File: config.mk
export PLATFORM = sky130hd
export DESIGN_NAME = rop_word_path
export DESIGN_NICKNAME = d
export VERILOG_FILES = /design/src/rtl/rop_word_path.sv
export SDC_FILE = /design/constraint.sdc
export NUM_CORES = 1
export LEC_CHECK = 0
export ABC_AREA = 1
export BUFFER_PORTS_ARGS = -buffer_cell sky130_fd_sc_hd__buf_2
export CELL_PAD_IN_SITES_DETAIL_PLACEMENT = 2
export CELL_PAD_IN_SITES_GLOBAL_PLACEMENT = 2
export CORE_MARGIN = 2
export CORE_UTILIZATION = 36
export CTS_CLUSTER_DIAMETER = 200
export DETAILED_ROUTE_END_ITERATION = 6
export GPL_ROUTABILITY_DRIVEN = 0
export GPL_TIMING_DRIVEN = 0
export MAX_ROUTING_LAYER = met4
export PLACE_DENSITY_LB_ADDON = 0.08
export SLEW_MARGIN = 20
export SYNTH_ARGS = -nofsm -noshare
export SYNTH_HDL_FRONTEND = slang
export SYNTH_SLANG_ARGS = --single-unit
File: constraint.sdc
create_clock -name clk -period 2.71 [get_ports clk]
set_clock_uncertainty 0.1 [all_clocks]
set_input_delay 0.1355 -clock clk [delete_from_list [all_inputs] [get_ports clk]]
set_output_delay 0.1355 -clock clk [all_outputs]
set_load 0.01 [all_outputs]
File: src/rtl/rop_word_path.sv
module rop_word_path #(
  parameter int WORD_W  = 16,
  parameter int HT_ROWS = 16
) (
  input  logic                       clk,
  input  logic                       rst_n,
  input  logic                       src_load,
  input  logic                       src_shift,
  input  logic                       src_rtl,
  input  logic [WORD_W-1:0]          src_word,
  input  logic [$clog2(WORD_W)-1:0]  skew,
  input  logic [1:0]                 ht_rule,
  input  logic [3:0]                 rop_code,
  input  logic                       smudge,
  input  logic [$clog2(HT_ROWS)-1:0] line_idx,
  input  logic [WORD_W-1:0]          dst_in,
  input  logic [WORD_W-1:0]          dst_mask,
  input  logic                       ht_we,
  input  logic [$clog2(HT_ROWS)-1:0] ht_addr,
  input  logic [WORD_W-1:0]          ht_wdata,
  output logic [WORD_W-1:0]          ht_rdata,
  output logic [WORD_W-1:0]          dst_out,
  output logic                       dst_needed
);
  localparam int BUF_W = 2 * WORD_W;
  localparam int ROW_W = $clog2(HT_ROWS);

  logic [BUF_W-1:0]  src_buf;
  logic [WORD_W-1:0] ht_mem [HT_ROWS];
  logic [BUF_W-1:0]  shifted;
  logic [WORD_W-1:0] work_src, ht_word, mixed, result;
  logic [ROW_W-1:0]  ht_row;

  // Two-word source buffer; direction mirrors the half-to-half move.
  always_ff @(posedge clk) begin
    if (!rst_n)
      src_buf <= '0;
    else if (src_load)
      src_buf <= src_rtl ? {src_word, src_buf[BUF_W-1:WORD_W]}
                         : {src_buf[WORD_W-1:0], src_word};
    else if (src_shift)
      src_buf <= src_rtl ? {src_buf[BUF_W-1:WORD_W], src_buf[BUF_W-1:WORD_W]}
                         : {src_buf[WORD_W-1:0], src_buf[WORD_W-1:0]};
  end

  always_ff @(posedge clk) begin
    if (!rst_n) begin
      for (int i = 0; i < HT_ROWS; i++) ht_mem[i] <= '0;
    end else if (ht_we) begin
      ht_mem[ht_addr] <= ht_wdata;
    end
  end

  assign ht_rdata = ht_mem[ht_addr];
  assign shifted  = src_buf >> skew;
  assign work_src = shifted[WORD_W-1:0];
  assign ht_row   = smudge ? work_src[ROW_W-1:0] : line_idx;
  assign ht_word  = ht_mem[ht_row];

  always_comb begin
    case (ht_rule)
      2'd0:    mixed = '1;
      2'd1:    mixed = ht_word;
      2'd2:    mixed = work_src;
      default: mixed = work_src & ht_word;
    endcase
  end

  for (genvar b = 0; b < WORD_W; b++) begin : g_rop
    assign result[b] = rop_code[{~mixed[b], ~dst_in[b]}];
  end

  assign dst_out    = (result & dst_mask) | (dst_in & ~dst_mask);
  assign dst_needed = !(&dst_mask) || (rop_code[0] != rop_code[1])
                                   || (rop_code[2] != rop_code[3]);

  assert_buf_hold_R4: assert property (@(posedge clk) disable iff (!rst_n)
    (!src_load && !src_shift) |=> $stable(src_buf));

  assert_mask_keep_R10: assert property (@(posedge clk) disable iff (!rst_n)
    ((dst_out ^ dst_in) & ~dst_mask) == '0);

  assert_rop_zero_R9: assert property (@(posedge clk) disable iff (!rst_n)
    (rop_code == 4'h0) |-> (dst_out == (dst_in & ~dst_mask)));

  assert_rop_ones_R9: assert property (@(posedge clk) disable iff (!rst_n)
    (rop_code == 4'hF) |-> (dst_out == (dst_in | dst_mask)));

  assert_no_dst_read_R11: assert property (@(posedge clk) disable iff (!rst_n)
    (rop_code == 4'h3 && dst_mask == '1) |-> !dst_needed);

  assert_ht_write_R7: assert property (@(posedge clk) disable iff (!rst_n)
    ht_we |=> (ht_addr != $past(ht_addr)) || (ht_rdata == $past(ht_wdata)));
endmodule

Word level (Yosys, flattened, before mapping):

Memory sizes are Yosys's and may differ from the RTL's.
Index checks and enable logic that the tools add are counted.

* register bits: 32
* RAM bits: 256
* memories: 1

Memories
* ht_mem: words 16, bits a word 16, read ports 2, clocked after memory_dff 0, wr ports 16, RTL line 29 `logic [WORD_W-1:0] ht_mem [HT_ROWS];`

* multiplexer cells: 45
* equality and inequality tests: 5
* magnitude comparators: 16
* bitwise gates (word level): 37
* reductions and logical operators: 10
* shifts and indexed selects: 1

Operator list (count)
* $mux W32: 4
* $and A16 B16 Y16: 3
* $lt A2 B3 Y1 const B: 16
* $pmux W16 S3: 1
* $bmux W1 S2: 16
* $not A1 Y1: 32
* $shr A32 B4 Y16: 1
* $mux W1: 21
* $mux W16: 1
* $not A16 Y16: 1
* $or A16 B16 Y16: 1
* $reduce_and A16 Y1: 1
* $reduce_or A16 Y1: 1
* $mux W4: 2
* $reduce_and A2 Y1: 2
* $reduce_bool A2 Y1: 2
* $eq A2 B1 Y1 const B: 1
* $eq A2 B2 Y1 const B: 1
* $logic_not A2 Y1: 1
* $logic_or A1 B1 Y1: 2
* $ne A1 B1 Y1: 2
* $ne A2 B2 Y1 const B: 1
* $logic_not A1 Y1: 1

Longest topological paths before layout:

An unclocked memory read counts as a cell.

* word-level depth: 10
* gate-level depth with buffers: 21
* mapped depth without buffers: 19

Worst setup path before layout:

OpenSTA, ideal clock, no wires.

* path kind: input port to flip-flop
* start point: input port ht_addr[0]
* end point: memory ht_mem[5][0] (enable)
* path slack: 0.416 ns
* data required time: 2.238 ns
* arrival time: 1.822 ns
* stages: 8
* cell sequence: clkbuf_1 inv_2 nor2_1 inv_1 nor2_1 nand2_1 clkbuf_1 nand2_1

RTL lines
* start, declared: RTL line 19 `input logic [$clog2(HT_ROWS)-1:0] ht_addr,`
* end, declared: RTL line 29

Worst setup path in the final report:

* start point: register src_buf[3]
* end point: output port dst_out[12]

* longest elaborated chain between the ends: 10

Ends and longest elaborated chain
* start, declared: RTL line 28 `logic [BUF_W-1:0] src_buf;`
* start signal, assigned: RTL line 39 `src_buf <= src_rtl ? {src_word, src_buf[BUF_W-1:WORD_W]}`
* start signal, assigned: RTL line 42 `src_buf <= src_rtl ? {src_buf[BUF_W-1:WORD_W], src_buf[BUF_W-1:WORD_W]}`
* $shr A32 B4 Y16 (*): RTL line 55 `assign shifted = src_buf >> skew;`
* $mux W4: RTL line 57 `assign ht_row = smudge ? work_src[ROW_W-1:0] : line_idx;`
* $mem_v2 Z16 W16
* $and A16 B16 Y16: RTL line 65 `default: mixed = work_src & ht_word;`
* $pmux W16 S3 (*): RTL line 61 `case (ht_rule)`
* $not A1 Y1 (*): RTL line 70 `assign result[b] = rop_code[{~mixed[b], ~dst_in[b]}];`
* $bmux W1 S2 (*): RTL line 70
* $mux W1 (not written as such) (*): RTL line 70
* $and A16 B16 Y16 (*): RTL line 73 `assign dst_out = (result & dst_mask) | (dst_in & ~dst_mask);`
* $or A16 B16 Y16 (*): RTL line 73
* end, declared: RTL line 22 `output logic [WORD_W-1:0] dst_out,`

Every way passes the cells marked *; elsewhere a longest branch is shown, timed or not. The select of a mux whose other input is x is not followed.

==> results.md <==
- Hold_ws: 14.3 ps
- Ports: ~120
- Critical Path End: dst_out[12]
- Power per standard cell area: 625 nW/um^2
- Vias per std cell: 6.68
- CTS tree: built
- Fin. Hold Viols: 0
- Finished layout cell area: 22500 sq um
- Total GRT Usage: about 42%
- Placed inst area: 18600 sq um
- Syn_nets: 2317
- Max Freq: 284 MHz
- Startpoint Class: flip-flop
- Core region area: between 40000 and 50000 sq um
- Sequential share of power: 38.0%
- # H-tree levels: 2
- Hpwl dp: between 70000 and 80000 microns
- P&R area growth vs syn: 30.4%
- Die Ht: 223 microns
- Yosys warnings: 0
- Yosys cell types: 33
- Largest net degree at the start of global routing: 17
- PortBufs: approximately 110
- Skew-Pair Late Insertion Delay: 570 ps
- Fraction of power spent switching nets: 35.6%
- Clock Pin Slew Worst Setup and Hold Paths: approximately 70 ps
- Crit Path Max Fanout: 10
- Critical path class: flip-flop to primary output
- Crit path DAT: 3290 ps
- Flop2flop setup slack: 1670 ps
- Syn avg cell area: 7.73 sq um
- Gr ovfl total: 0
- Final worst slack: -812 ps
- Slew Limit Fails: 0
- Hold WC Path Type: input port to flip-flop
- Pint: approximately 9 mW
- Total Wirelength: between 100000 and 150000 microns
- Register area share after synthesis: 48.4%
- Drt pass-1 iters: 6
- Period utilization: 130%
- Outcome: finished, violations left
- Cells after synthesis: 2228
- Clk buf depth: 3
- Clk pwr share: about 36%
- Initial antenna violation count: 3
- Yosys reg bits: 288
- TritonCTS Buffers: 36
- Total number of vias: 20700
- Layout Nets: 2538
- Final Setup Violations: 69
- Pre-CTS setup slack: -1550 ps
- Post-route minimum period: 3520 ps
- R2r startpoint: src_buf[2]$_SDFFE_PN0P_
- Initial Utilization: 36.3%
- Design Power: 14.0 mW
- Largest cells by area after synthesis: edfxtp_1, nand3_1, nand2_1
- Maximum vdd drop: 490 uV
- Setup crit end kind: primary output
- Share of cells above drive strength 1: 22.2%
- Max_cap viols: 0
- Cells on worst reg2reg path: 3
- Mean routed wirelength per cell: 35.0 microns
- Die W: 223 microns
- Failing checks: setup timing
- Slew @ Worst Pin: 1280 ps
- Die area: 49600 sq um
- Yosys top cell area share: between 40 and 50%
- Crit path required time: 2470 ps
- Reg2reg end: src_buf[18]$_SDFFE_PN0P_
- Comb power frac: between 20% and 30%
- CTS sink cnt: between 200 and 300
- Non-filler instance count after layout: between 3000 and 4000
- First-pass GRT wire length: 146000 microns
- DRC viols: 0
- Synth area leader: edfxtp_1
- RSZ-0062 raised after global routing: true
- Row cnt: 80
- Placed Cells: 2957
- Root buffer cell: clkbuf_16
- CP startpoint: src_buf[3]$_SDFFE_PN0P_
- Synthesized area: 17200 sq um
- Slew margin rel.: 14.5%
- DR iter-0 viols: 2699
- Sw power: 4.99 mW
- Antenna Nets Post-Route: 0
- Vias in the first global route: 20600
- Leak pwr: 8.99 nW
## power groups by stage
stage	registers [mW]	clock network, mW	logic, mW
6_report	5.33	4.99	3.70
5_1_grt	5.34	5.05	3.79
2_1_floorplan	5.29	0	1.42
3_5_place_dp	5.39	0	2.62
3_3_place_gp	5.37	0	2.54
4_1_cts	5.30	4.84	3.18
## through the flow
stage | setup TNS [ps] | utilization, %
detailed placement | -312140 | 39.1
global route | -12440 | 47.3
CTS | -8360 | 45.5
global placement | -279440 | 39.1
finish | -13550 | 47.3
floorplan | 0 | -
## how the worst min path moves through the flow
stage / startpoint / end / depth (start not counted)
2_1_floorplan: src_rtl / src_buf[31]$_SDFFE_PN0P_ / 3
3_3_place_gp: src_buf[31]$_SDFFE_PN0P_ / src_buf[31]$_SDFFE_PN0P_ / 2
3_5_place_dp: src_word[8] / src_buf[24]$_SDFFE_PN0P_ / 5
4_1_cts: ht_wdata[3] / ht_mem[6][3]$_SDFFCE_PN0P_ / 3
5_1_grt: ht_wdata[3] / ht_mem[4][3]$_SDFFCE_PN0P_ / 3
6_report: ht_wdata[3] / ht_mem[4][3]$_SDFFCE_PN0P_ / 3
## layout by cell type, fill, tap and decap left out, types with 5 or more instances in the layout
master / count
nand2_4: 30
nand4_1: 20
buf_4: 35
clkbuf_4: 5
a21oi_1: 50
o22ai_1: 6
edfxtp_1: 256
o21ai_0: 145
clkinv_1: 9
dlygate4sd3_1: 20
nand3_1: 478
o21ai_4: 6
inv_1: 84
nor2_1: 270
nand2_1: 382
buf_8: 10
clkbuf_2: 30
clkbuf_16: 44
dfxtp_4: 15
nand2_2: 47
a22oi_1: 60
nand3_2: 99
nand3_4: 38
buf_1: 5
buf_6: 14
buf_12: 25
clkbuf_1: 100
o211ai_1: 9
dfxtp_1: 14
buf_2: 120
## flip-flops by register name, indices dropped and copies added (netlist names)
| name | count |
|---|---|
| ht_mem | 256 |
| src_buf | 32 |
## cell type report
class / instances / area [sq um]
antenna: 2 / 5.00
tap: 615 / 769
fill: 5219 / 25000
clock inverter: 18 / 165
inverter: 88 / 335
sequential: 288 / 8390
clock buffer: 45 / 956
multi-input combinational: 1668 / 9140
buffer: 185 / 1310
timing repair buffer: 182 / 1390
## cells in the mapped netlist
| cell | count |
|---|---|
| or2_2 | 3 |
| a22oi_1 | 60 |
| a21oi_1 | 50 |
| nor3_1 | 1 |
| nand3b_1 | 2 |
| dfxtp_1 | 32 |
| o31ai_1 | 1 |
| inv_2 | 4 |
| a31oi_1 | 3 |
| buf_4 | 12 |
| buf_6 | 8 |
| clkbuf_2 | 1 |
| o21ai_2 | 5 |
| o21ai_0 | 146 |
| o21ai_4 | 1 |
| inv_1 | 84 |
| edfxtp_1 | 256 |
| o211ai_1 | 9 |
| nand4_1 | 20 |
| o21ai_1 | 1 |
| o22ai_1 | 6 |
| o311ai_0 | 1 |
| o221ai_1 | 3 |
| nand3_1 | 615 |
| nor4_1 | 1 |
| nor2_1 | 274 |
| xnor2_1 | 2 |
| mux2i_1 | 2 |
| buf_1 | 6 |
| clkbuf_1 | 124 |
| nand2_1 | 457 |
| buf_2 | 34 |
| nand2_2 | 4 |
## metal layers
metal / routed length, microns / GRT usage [%] / share of wire, %
met5: 0 / - / 0
met4: 7520 / 23.3 / 6.9
met3: 12700 / 11.7 / 12
met2: 47700 / 62.3 / 44
met1: 40400 / 51.8 / 37
## cells by family (layout without fill, tap and decap cells)
| group | Yosys count | count (layout) | synth area share [%] |
|---|---|---|---|
| DFF | 288 | 288 | 48.4 |
| xor gates and xnor gates | 2 | 2 | 0.102 |
| AOI/OAI and AO/OA | 286 | 286 | 9.66 |
| and+or+nand+nor | 1377 | 1378 | 34.9 |
| other | 0 | 2 | 0 |
| buffers and inverters | 273 | 518 | 6.82 |
| muxes | 2 | 2 | 0.116 |
## worst max-delay path, cell delays in order, from the launching register on
cell and delay, ps:
dfxtp_4 380, nand2_1 110, nand3_1 170, nand3_2 120, nand3_4 120, nand3_4 170, nand2_8 170, buf_12 120
buf_16 120, buf_12 150, nand2_1 60, nand3_1 90, nand3_2 190, nand3_2 140, nand2_2 100, nand2_2 100
nand2_1 60, nand2_1 60, nand3_1 70, nand2_1 60, buf_2 130
## timing repair
| item | in CTS | in global routing |
|---|---|---|
| setup endpoints to repair | 297 | 247 |
| hold buffers | 20 | 0 |
| hold endpoints to repair | 41 | 0 |
| setup buffers | 25 | 12 |
| pin swaps | 42 | 56 |
| gates cloned | 6 | 7 |
| resized for setup | 339 | 177 |
No activity file was read; power rests on OpenSTA's default activity.
